### src/rtl/sdr_ref_pkg.sv
package sdr_ref_pkg;

    typedef enum logic [2:0] {
        ST_IDLE,
        ST_PRECH_ALL,
        ST_WAIT_RP,
        ST_AUTO_REF,
        ST_WAIT_RFC,
        ST_DONE
    } ref_state_t;

    typedef struct packed {
        logic ras_n;
        logic cas_n;
        logic we_n;
    } sdr_cmd_t;

    localparam sdr_cmd_t CMD_NOP     = '{ras_n: 1'b1, cas_n: 1'b1, we_n: 1'b1};
    localparam sdr_cmd_t CMD_PRECH   = '{ras_n: 1'b0, cas_n: 1'b1, we_n: 1'b0};
    localparam sdr_cmd_t CMD_AUTOREF = '{ras_n: 1'b0, cas_n: 1'b0, we_n: 1'b1};

endpackage

### src/rtl/sdr_ref_interval.sv
module sdr_ref_interval #(
    parameter int CNT_W = 16
) (
    input  logic             clk,
    input  logic             rst_n,
    input  logic [CNT_W-1:0] cfg_interval,
    input  logic             restart,
    output logic             due
);
    logic [CNT_W-1:0] elapsed_q;
    logic [CNT_W-1:0] limit;

    assign limit = cfg_interval - CNT_W'(1);
    assign due   = (elapsed_q >= limit);

    // Saturates at the limit so a late service never queues a second refresh.
    always_ff @(posedge clk or negedge rst_n) begin
        if (!rst_n) begin
            elapsed_q <= '0;
        end else if (restart) begin
            elapsed_q <= CNT_W'(1);
        end else if (!due) begin
            elapsed_q <= elapsed_q + CNT_W'(1);
        end
    end

    assert_restart_origin_R9: assert property (@(posedge clk) disable iff (!rst_n)
        restart |=> (elapsed_q == CNT_W'(1)));

    assert_due_sticky_R9: assert property (@(posedge clk) disable iff (!rst_n)
        (due && !restart && $stable(cfg_interval)) |=> due);

endmodule

### src/rtl/sdr_ref_wait.sv
module sdr_ref_wait #(
    parameter int TMR_W = 4
) (
    input  logic             clk,
    input  logic             rst_n,
    input  logic             load,
    input  logic [TMR_W-1:0] load_val,
    output logic             last
);
    logic [TMR_W-1:0] remain_q;

    assign last = (remain_q <= TMR_W'(1));

    always_ff @(posedge clk or negedge rst_n) begin
        if (!rst_n) begin
            remain_q <= '0;
        end else if (load) begin
            remain_q <= load_val;
        end else if (remain_q != '0) begin
            remain_q <= remain_q - TMR_W'(1);
        end
    end

    assert_no_underflow_R8: assert property (@(posedge clk) disable iff (!rst_n)
        (!load && remain_q == '0) |=> (remain_q == '0));

endmodule

### src/rtl/sdr_ref_fsm.sv
module sdr_ref_fsm
    import sdr_ref_pkg::*;
#(
    parameter int RP_W   = 3,
    parameter int RFC_W  = 4,
    parameter int TMR_W  = 4,
    parameter int NUM_CS = 8
) (
    input  logic              clk,
    input  logic              rst_n,
    input  logic              due,
    input  logic              burst_busy,
    input  logic              bank_open_any,
    input  logic [RP_W-1:0]   cfg_trp,
    input  logic [RFC_W-1:0]  cfg_trfc,
    input  logic              tmr_last,
    output logic              tmr_load,
    output logic [TMR_W-1:0]  tmr_val,
    output logic              restart,
    output logic              ref_hold,
    output logic              ref_owns_bus,
    output logic [NUM_CS-1:0] ref_cs_n,
    output logic              ref_ras_n,
    output logic              ref_cas_n,
    output logic              ref_we_n,
    output logic              ref_a10,
    output logic              ref_done
);
    ref_state_t state_q, state_d;
    sdr_cmd_t   cmd;
    logic       cs_active;
    logic       trp_short, trfc_short;

    assign trp_short  = (cfg_trp  <= RP_W'(1));
    assign trfc_short = (cfg_trfc <= RFC_W'(1));

    // Next-state logic
    always_comb begin
        state_d = state_q;
        unique case (state_q)
            ST_IDLE: begin
                if (due && !burst_busy) begin
                    state_d = bank_open_any ? ST_PRECH_ALL : ST_AUTO_REF;
                end
            end
            ST_PRECH_ALL: state_d = trp_short ? ST_AUTO_REF : ST_WAIT_RP;
            ST_WAIT_RP:   if (tmr_last) state_d = ST_AUTO_REF;
            ST_AUTO_REF:  state_d = trfc_short ? ST_DONE : ST_WAIT_RFC;
            ST_WAIT_RFC:  if (tmr_last) state_d = ST_DONE;
            ST_DONE:      state_d = ST_IDLE;
            default:      state_d = ST_IDLE;
        endcase
    end

    // State register
    always_ff @(posedge clk or negedge rst_n) begin
        if (!rst_n) begin
            state_q <= ST_IDLE;
        end else begin
            state_q <= state_d;
        end
    end

    // Moore outputs
    always_comb begin
        cmd          = CMD_NOP;
        cs_active    = 1'b0;
        ref_a10      = 1'b0;
        ref_owns_bus = 1'b0;
        ref_done     = 1'b0;
        tmr_load     = 1'b0;
        tmr_val      = '0;
        restart      = 1'b0;
        ref_hold     = due;
        unique case (state_q)
            ST_IDLE: ;
            ST_PRECH_ALL: begin
                cmd          = CMD_PRECH;
                cs_active    = 1'b1;
                ref_a10      = 1'b1;
                ref_owns_bus = 1'b1;
                ref_hold     = 1'b1;
                tmr_load     = 1'b1;
                tmr_val      = TMR_W'(cfg_trp) - TMR_W'(1);
            end
            ST_WAIT_RP: begin
                ref_owns_bus = 1'b1;
                ref_hold     = 1'b1;
            end
            ST_AUTO_REF: begin
                cmd          = CMD_AUTOREF;
                cs_active    = 1'b1;
                ref_owns_bus = 1'b1;
                ref_hold     = 1'b1;
                restart      = 1'b1;
                tmr_load     = 1'b1;
                tmr_val      = TMR_W'(cfg_trfc) - TMR_W'(1);
            end
            ST_WAIT_RFC: begin
                ref_owns_bus = 1'b1;
                ref_hold     = 1'b1;
            end
            ST_DONE: begin
                ref_done = 1'b1;
                ref_hold = 1'b0;
            end
            default: ;
        endcase
    end

    assign ref_ras_n = cmd.ras_n;
    assign ref_cas_n = cmd.cas_n;
    assign ref_we_n  = cmd.we_n;

    // The command reaches every chip select in the same cycle.
    for (genvar g = 0; g < NUM_CS; g++) begin : g_cs_fanout
        assign ref_cs_n[g] = ~cs_active;
    end

    assert_no_cmd_in_burst_R3: assert property (@(posedge clk) disable iff (!rst_n)
        (state_q == ST_IDLE && burst_busy) |=>
            !(state_q inside {ST_PRECH_ALL, ST_AUTO_REF}));

    assert_prech_needs_open_R5: assert property (@(posedge clk) disable iff (!rst_n)
        (state_q == ST_PRECH_ALL) |-> $past(bank_open_any));

    assert_closed_skips_prech_R6: assert property (@(posedge clk) disable iff (!rst_n)
        (state_q == ST_IDLE && due && !burst_busy && !bank_open_any) |=>
            (state_q == ST_AUTO_REF));

    assert_done_single_R8: assert property (@(posedge clk) disable iff (!rst_n)
        ref_done |=> !ref_done);

    assert_hold_released_R4: assert property (@(posedge clk) disable iff (!rst_n)
        $fell(ref_hold) |-> ref_done);

endmodule

### src/rtl/sdr_refresh_sched.sv
module sdr_refresh_sched
    import sdr_ref_pkg::*;
#(
    parameter int CNT_W  = 16,
    parameter int RP_W   = 3,
    parameter int RFC_W  = 4,
    parameter int NUM_CS = 8
) (
    input  logic              clk,
    input  logic              rst_n,
    input  logic [CNT_W-1:0]  cfg_interval,
    input  logic [RP_W-1:0]   cfg_trp,
    input  logic [RFC_W-1:0]  cfg_trfc,
    input  logic              bank_open_any,
    input  logic              burst_busy,
    output logic              ref_hold,
    output logic              ref_owns_bus,
    output logic [NUM_CS-1:0] ref_cs_n,
    output logic              ref_ras_n,
    output logic              ref_cas_n,
    output logic              ref_we_n,
    output logic              ref_a10,
    output logic              ref_done
);
    localparam int TMR_W = (RP_W > RFC_W) ? RP_W : RFC_W;

    logic             due;
    logic             restart;
    logic             tmr_load;
    logic             tmr_last;
    logic [TMR_W-1:0] tmr_val;

    sdr_ref_interval #(.CNT_W(CNT_W)) u_interval (
        .clk          (clk),
        .rst_n        (rst_n),
        .cfg_interval (cfg_interval),
        .restart      (restart),
        .due          (due)
    );

    sdr_ref_wait #(.TMR_W(TMR_W)) u_wait (
        .clk      (clk),
        .rst_n    (rst_n),
        .load     (tmr_load),
        .load_val (tmr_val),
        .last     (tmr_last)
    );

    sdr_ref_fsm #(
        .RP_W   (RP_W),
        .RFC_W  (RFC_W),
        .TMR_W  (TMR_W),
        .NUM_CS (NUM_CS)
    ) u_fsm (
        .clk           (clk),
        .rst_n         (rst_n),
        .due           (due),
        .burst_busy    (burst_busy),
        .bank_open_any (bank_open_any),
        .cfg_trp       (cfg_trp),
        .cfg_trfc      (cfg_trfc),
        .tmr_last      (tmr_last),
        .tmr_load      (tmr_load),
        .tmr_val       (tmr_val),
        .restart       (restart),
        .ref_hold      (ref_hold),
        .ref_owns_bus  (ref_owns_bus),
        .ref_cs_n      (ref_cs_n),
        .ref_ras_n     (ref_ras_n),
        .ref_cas_n     (ref_cas_n),
        .ref_we_n      (ref_we_n),
        .ref_a10       (ref_a10),
        .ref_done      (ref_done)
    );

    assert_cmd_all_cs_R7: assert property (@(posedge clk) disable iff (!rst_n)
        (!ref_ras_n) |-> (ref_cs_n == '0 && ref_owns_bus));

    assert_refresh_code_R7: assert property (@(posedge clk) disable iff (!rst_n)
        $rose(ref_done) |-> !$past(ref_ras_n) || $past(ref_owns_bus));

endmodule

### config.mk
export PLATFORM = sky130hd
export DESIGN_NAME = sdr_refresh_sched
export DESIGN_NICKNAME = d
export VERILOG_FILES = /design/src/rtl/sdr_ref_pkg.sv /design/src/rtl/sdr_ref_interval.sv /design/src/rtl/sdr_ref_wait.sv /design/src/rtl/sdr_ref_fsm.sv /design/src/rtl/sdr_refresh_sched.sv
export SDC_FILE = /design/constraint.sdc
export NUM_CORES = 1
export LEC_CHECK = 0
export CAP_MARGIN = 10
export CORE_MARGIN = 3
export CORE_UTILIZATION = 35
export CTS_CLUSTER_SIZE = 30
export DETAILED_ROUTE_END_ITERATION = 8
export DONT_BUFFER_PORTS = 1
export PLACE_DENSITY_LB_ADDON = 0.08
export RECOVER_POWER = 25
export SETUP_SLACK_MARGIN = 0.1
export SYNTH_ARGS = -nofsm -noshare
export SYNTH_HDL_FRONTEND = slang
export SYNTH_SLANG_ARGS = --single-unit
### constraint.sdc
create_clock -name clk -period 4.9 [get_ports clk]
set_input_delay 0.49 -clock clk [delete_from_list [all_inputs] [get_ports clk]]
set_output_delay 0.49 -clock clk [all_outputs]
set_load 0.01 [all_outputs]
==> results.yml <==
clock_network:
  postCtsSetupRepairBufs: 0
  root_buffer: "clkbuf_8"
  htreeDepth: 1
  clock-sinks: 23
  cts_resized: 0
  ctsHoldBuffers: 1
  clock_latency_ns: 0.27
  cts_tree: "built"
  clk_pin_slew_ns: 0.08
  numCtsBuffers: 3
  cts_buffer_depth: 2
synth:
  synth_edf_count: 0
  synth-xor-area-share_pct: 7.31
  synth-compound-area-share_pct: 15.7
  avgSynthCellArea_um2: 8.49
  synthMuxAreaShare_pct: 4.84
  async_flop_share_pct: 100
  syn_area_um2: 2280
  ys_seq_area_share_pct: 25.3
  synth_ff_type: "dfrtp_1"
  synth-seq-cells: 23
  syn_nets: 321
  synth_top_family_by_area: "simple AND/OR/NAND/NOR gates"
  synth-adder-area-share_pct: 14.7
  yosys.area_share.simple_pct: 23.9
  syn_inst: 268
  ys_types: 40
  ys_warn_count: 0
timing:
  worst_pin_slew_ns: 1.31
  drv_slew: 0
  period_needed_ns: 4.09
  skew_ns: 0.00653
  setup_viol: 0
  tns_ns: 0
  relSlewSlack_pct: 12.7
  timing.fmax_ghz: 0.244
  finalCritPeriodShare_pct: 83.5
  rsz0062_at_grt: "false"
  hold_violations: 0
critical_path:
  r2r_end: "u_interval.elapsed_q[5]$_DFFE_PN0P_"
  critPathLaunchType: "input port"
  rr_worst_depth: 6
  cp_slowest_cell: "or4_1"
  crit_path_cell_trace: "nor4_1, nand2_1, or4_1, nor4_1, xnor2_1, ha_1, nand4_1, or4_1, o31ai_2, nor3_1, o21bai_1"
  cp-endpoint: "ref_hold"
  worst-path-max-fanout: 4
  criticalPathCategory: "input port to output pin"
  cpPeakStageDelay_ns: 0.64
  path_delay_family: "simple AND/OR/NAND/NOR gates"
  setup.worst_path.start: "cfg_interval[5]"
  cp.depth: 11
  end_kind: "output pin"
  critPathBufInv: 0
  rrSetupSlack_ns: 2.19
  crit_required_ns: 4.41
  cp.arrival_ns: 3.60
  timing.rr.start: "u_interval.elapsed_q[13]$_DFFE_PN0P_"
place:
  io_buffers: 0
  hpwl_um: 4060
  place.gp.congestion: 0.788
power:
  p_clk_share_pct: 14.2
  combPwrFrac_pct: 48.9
  p_per_area_nw_per_um2: 366
  peakVddDrop_mv: 0.214
  p_seq_share_pct: 36.9
  switching_share_pct: 45.2
  switchingPower_mw: 0.384
  power.total_mw: 0.849
  p_int_mw: 0.466
  leakage_nw: 0.979
global_route:
  grt_pass1_wl_um: 8740
  grt_pass1_vias: 1802
  antenna_found_initial: 0
  grt_max_degree: 24
  track_usage_pct: 14.6
  grt_remaining_overflow: 0
hold_path:
  hold_depth: 2
  hp-class: "input port to flop"
  worstHoldStart: "bank_open_any"
drt:
  wl_per_cell_um: 15.2
  via_per_inst: 5.44
  drc: 0
  drtIter0Drc: 40
  wl_um: 5050
  via_count: 1812
  drt_pass1_iterations: 4
  ant_nets: 0
die:
  fp.coreArea_um2: 6100
  start_util_pct: 37.3
  rows: 28
  die_x_um: 86.6
  die-area_um2: 7510
  die_h_um: 86.6
  boundaryPins: 42
cells_and_area:
  final_common_cell: "ha_1"
  drive_gt1_share_pct: 4.65
  area_growth_syn_to_layout_pct: 1.87
  num_antenna_cells: 0
  nNetsFinal: 312
  final_cell_mix: "26 x ha_1, 24 x nand2_1, 23 x dfrtp_1"
run:
  maxCapViolations: 0
outcome:
  status: "completed"
stage by stage:
step | hold WS (ns) | setup WS (ns) | instance area, um^2 | cells | util [%]
4_1_cts | 0.0176 | 0.761 | 2330 | 333 | 38.3
2_1_floorplan | 0.194 | 0.939 | 2280 | 268 | -
3_3_place_gp | 0.195 | 0.803 | 2270 | 328 | 37.2
6_report | 0.384 | 0.806 | 2320 | 333 | 38.0
3_5_place_dp | 0.195 | 0.776 | 2270 | 328 | 37.2
5_1_grt | 0.367 | 0.525 | 2320 | 333 | 38.0
worst min-delay path by stage:
| stage | endpoint |
|---|---|
| 2_1_floorplan | u_fsm.state_q[0]$_DFFE_PN0P_ |
| 4_1_cts | u_wait.remain_q[3]$_DFFE_PN0P_ |
| 6_report | u_fsm.state_q[1]$_DFFE_PN0P_ |
| 3_3_place_gp | u_wait.remain_q[3]$_DFFE_PN0P_ |
| 3_5_place_dp | u_wait.remain_q[2]$_DFFE_PN0P_ |
| 5_1_grt | u_fsm.state_q[1]$_DFFE_PN0P_ |
synthesized netlist by cell type (all sizes together) (3+ instances only):
library cell / instances / area (um^2)
clkbuf: 5 / 28.8
o21ai: 7 / 35.0
a31oi: 4 / 25.0
buf: 13 / 93.8
nor2: 18 / 67.6
ha: 26 / 325
o21a: 3 / 22.5
nor4: 12 / 75.1
xnor2: 12 / 105
o31ai: 8 / 70.1
nand2: 25 / 96.4
nand4: 7 / 43.8
inv: 17 / 63.8
or4: 9 / 67.6
a21oi: 20 / 100
nand3: 5 / 25.0
nor3: 8 / 40.0
mux2i: 11 / 110
xor2: 7 / 61.3
dfrtp: 23 / 576
nand2b: 12 / 75.1
worst register-to-register path, cell delays in order (launching register included):
cell and delay [ns]:
dfrtp_1 0.44, ha_1 0.32, nand4_1 0.17, or4_1 0.64, o31ai_2 0.69, or3_2 0.24, a21oi_1 0.06
power groups by stage:
| stage | Combinational, mW | Sequential, mW | Clock, mW |
|---|---|---|---|
| after global placement | 0.414 | 0.319 | 0 |
| after global routing | 0.490 | 0.328 | 0.136 |
| after floorplan | 0.420 | 0.279 | 0 |
| after CTS | 0.426 | 0.315 | 0.130 |
| final | 0.415 | 0.313 | 0.121 |
| after detailed placement | 0.418 | 0.319 | 0 |
area by class of cell:
cell class | count | area (um^2)
clock buffer | 4 | 45.0
fill | 655 | 3780
inverter | 17 | 63.8
multi-input combinational | 210 | 1510
sequential | 23 | 576
tap | 75 | 93.8
timing repair buffer | 4 | 26.3
cell families after synthesis:
logic type | count (synthesis)
AND/OR/NAND/NOR | 103
buffers and inverters | 35
AO/OA/AOI/OAI | 50
adder cells (fa/ha/maj) | 27
XOR/XNOR | 19
multiplexers | 11
flip-flops | 23
state kept, by name, summed over array words and instances, names as in the netlist:
name                  cells
u_interval.elapsed_q     16
u_fsm.state_q             3
u_wait.remain_q           4
layer usage:
metal  vias to the layer above  GRT usage [%]  wire length, um
met5                         -              0                0
met4                         0           2.97               60
met3                         8           3.23              152
met2                        37           23.7             2310
met1                       823           19.8             2530
li1                        944              -                -
Note: power is estimated with default switching activity, not from simulation.
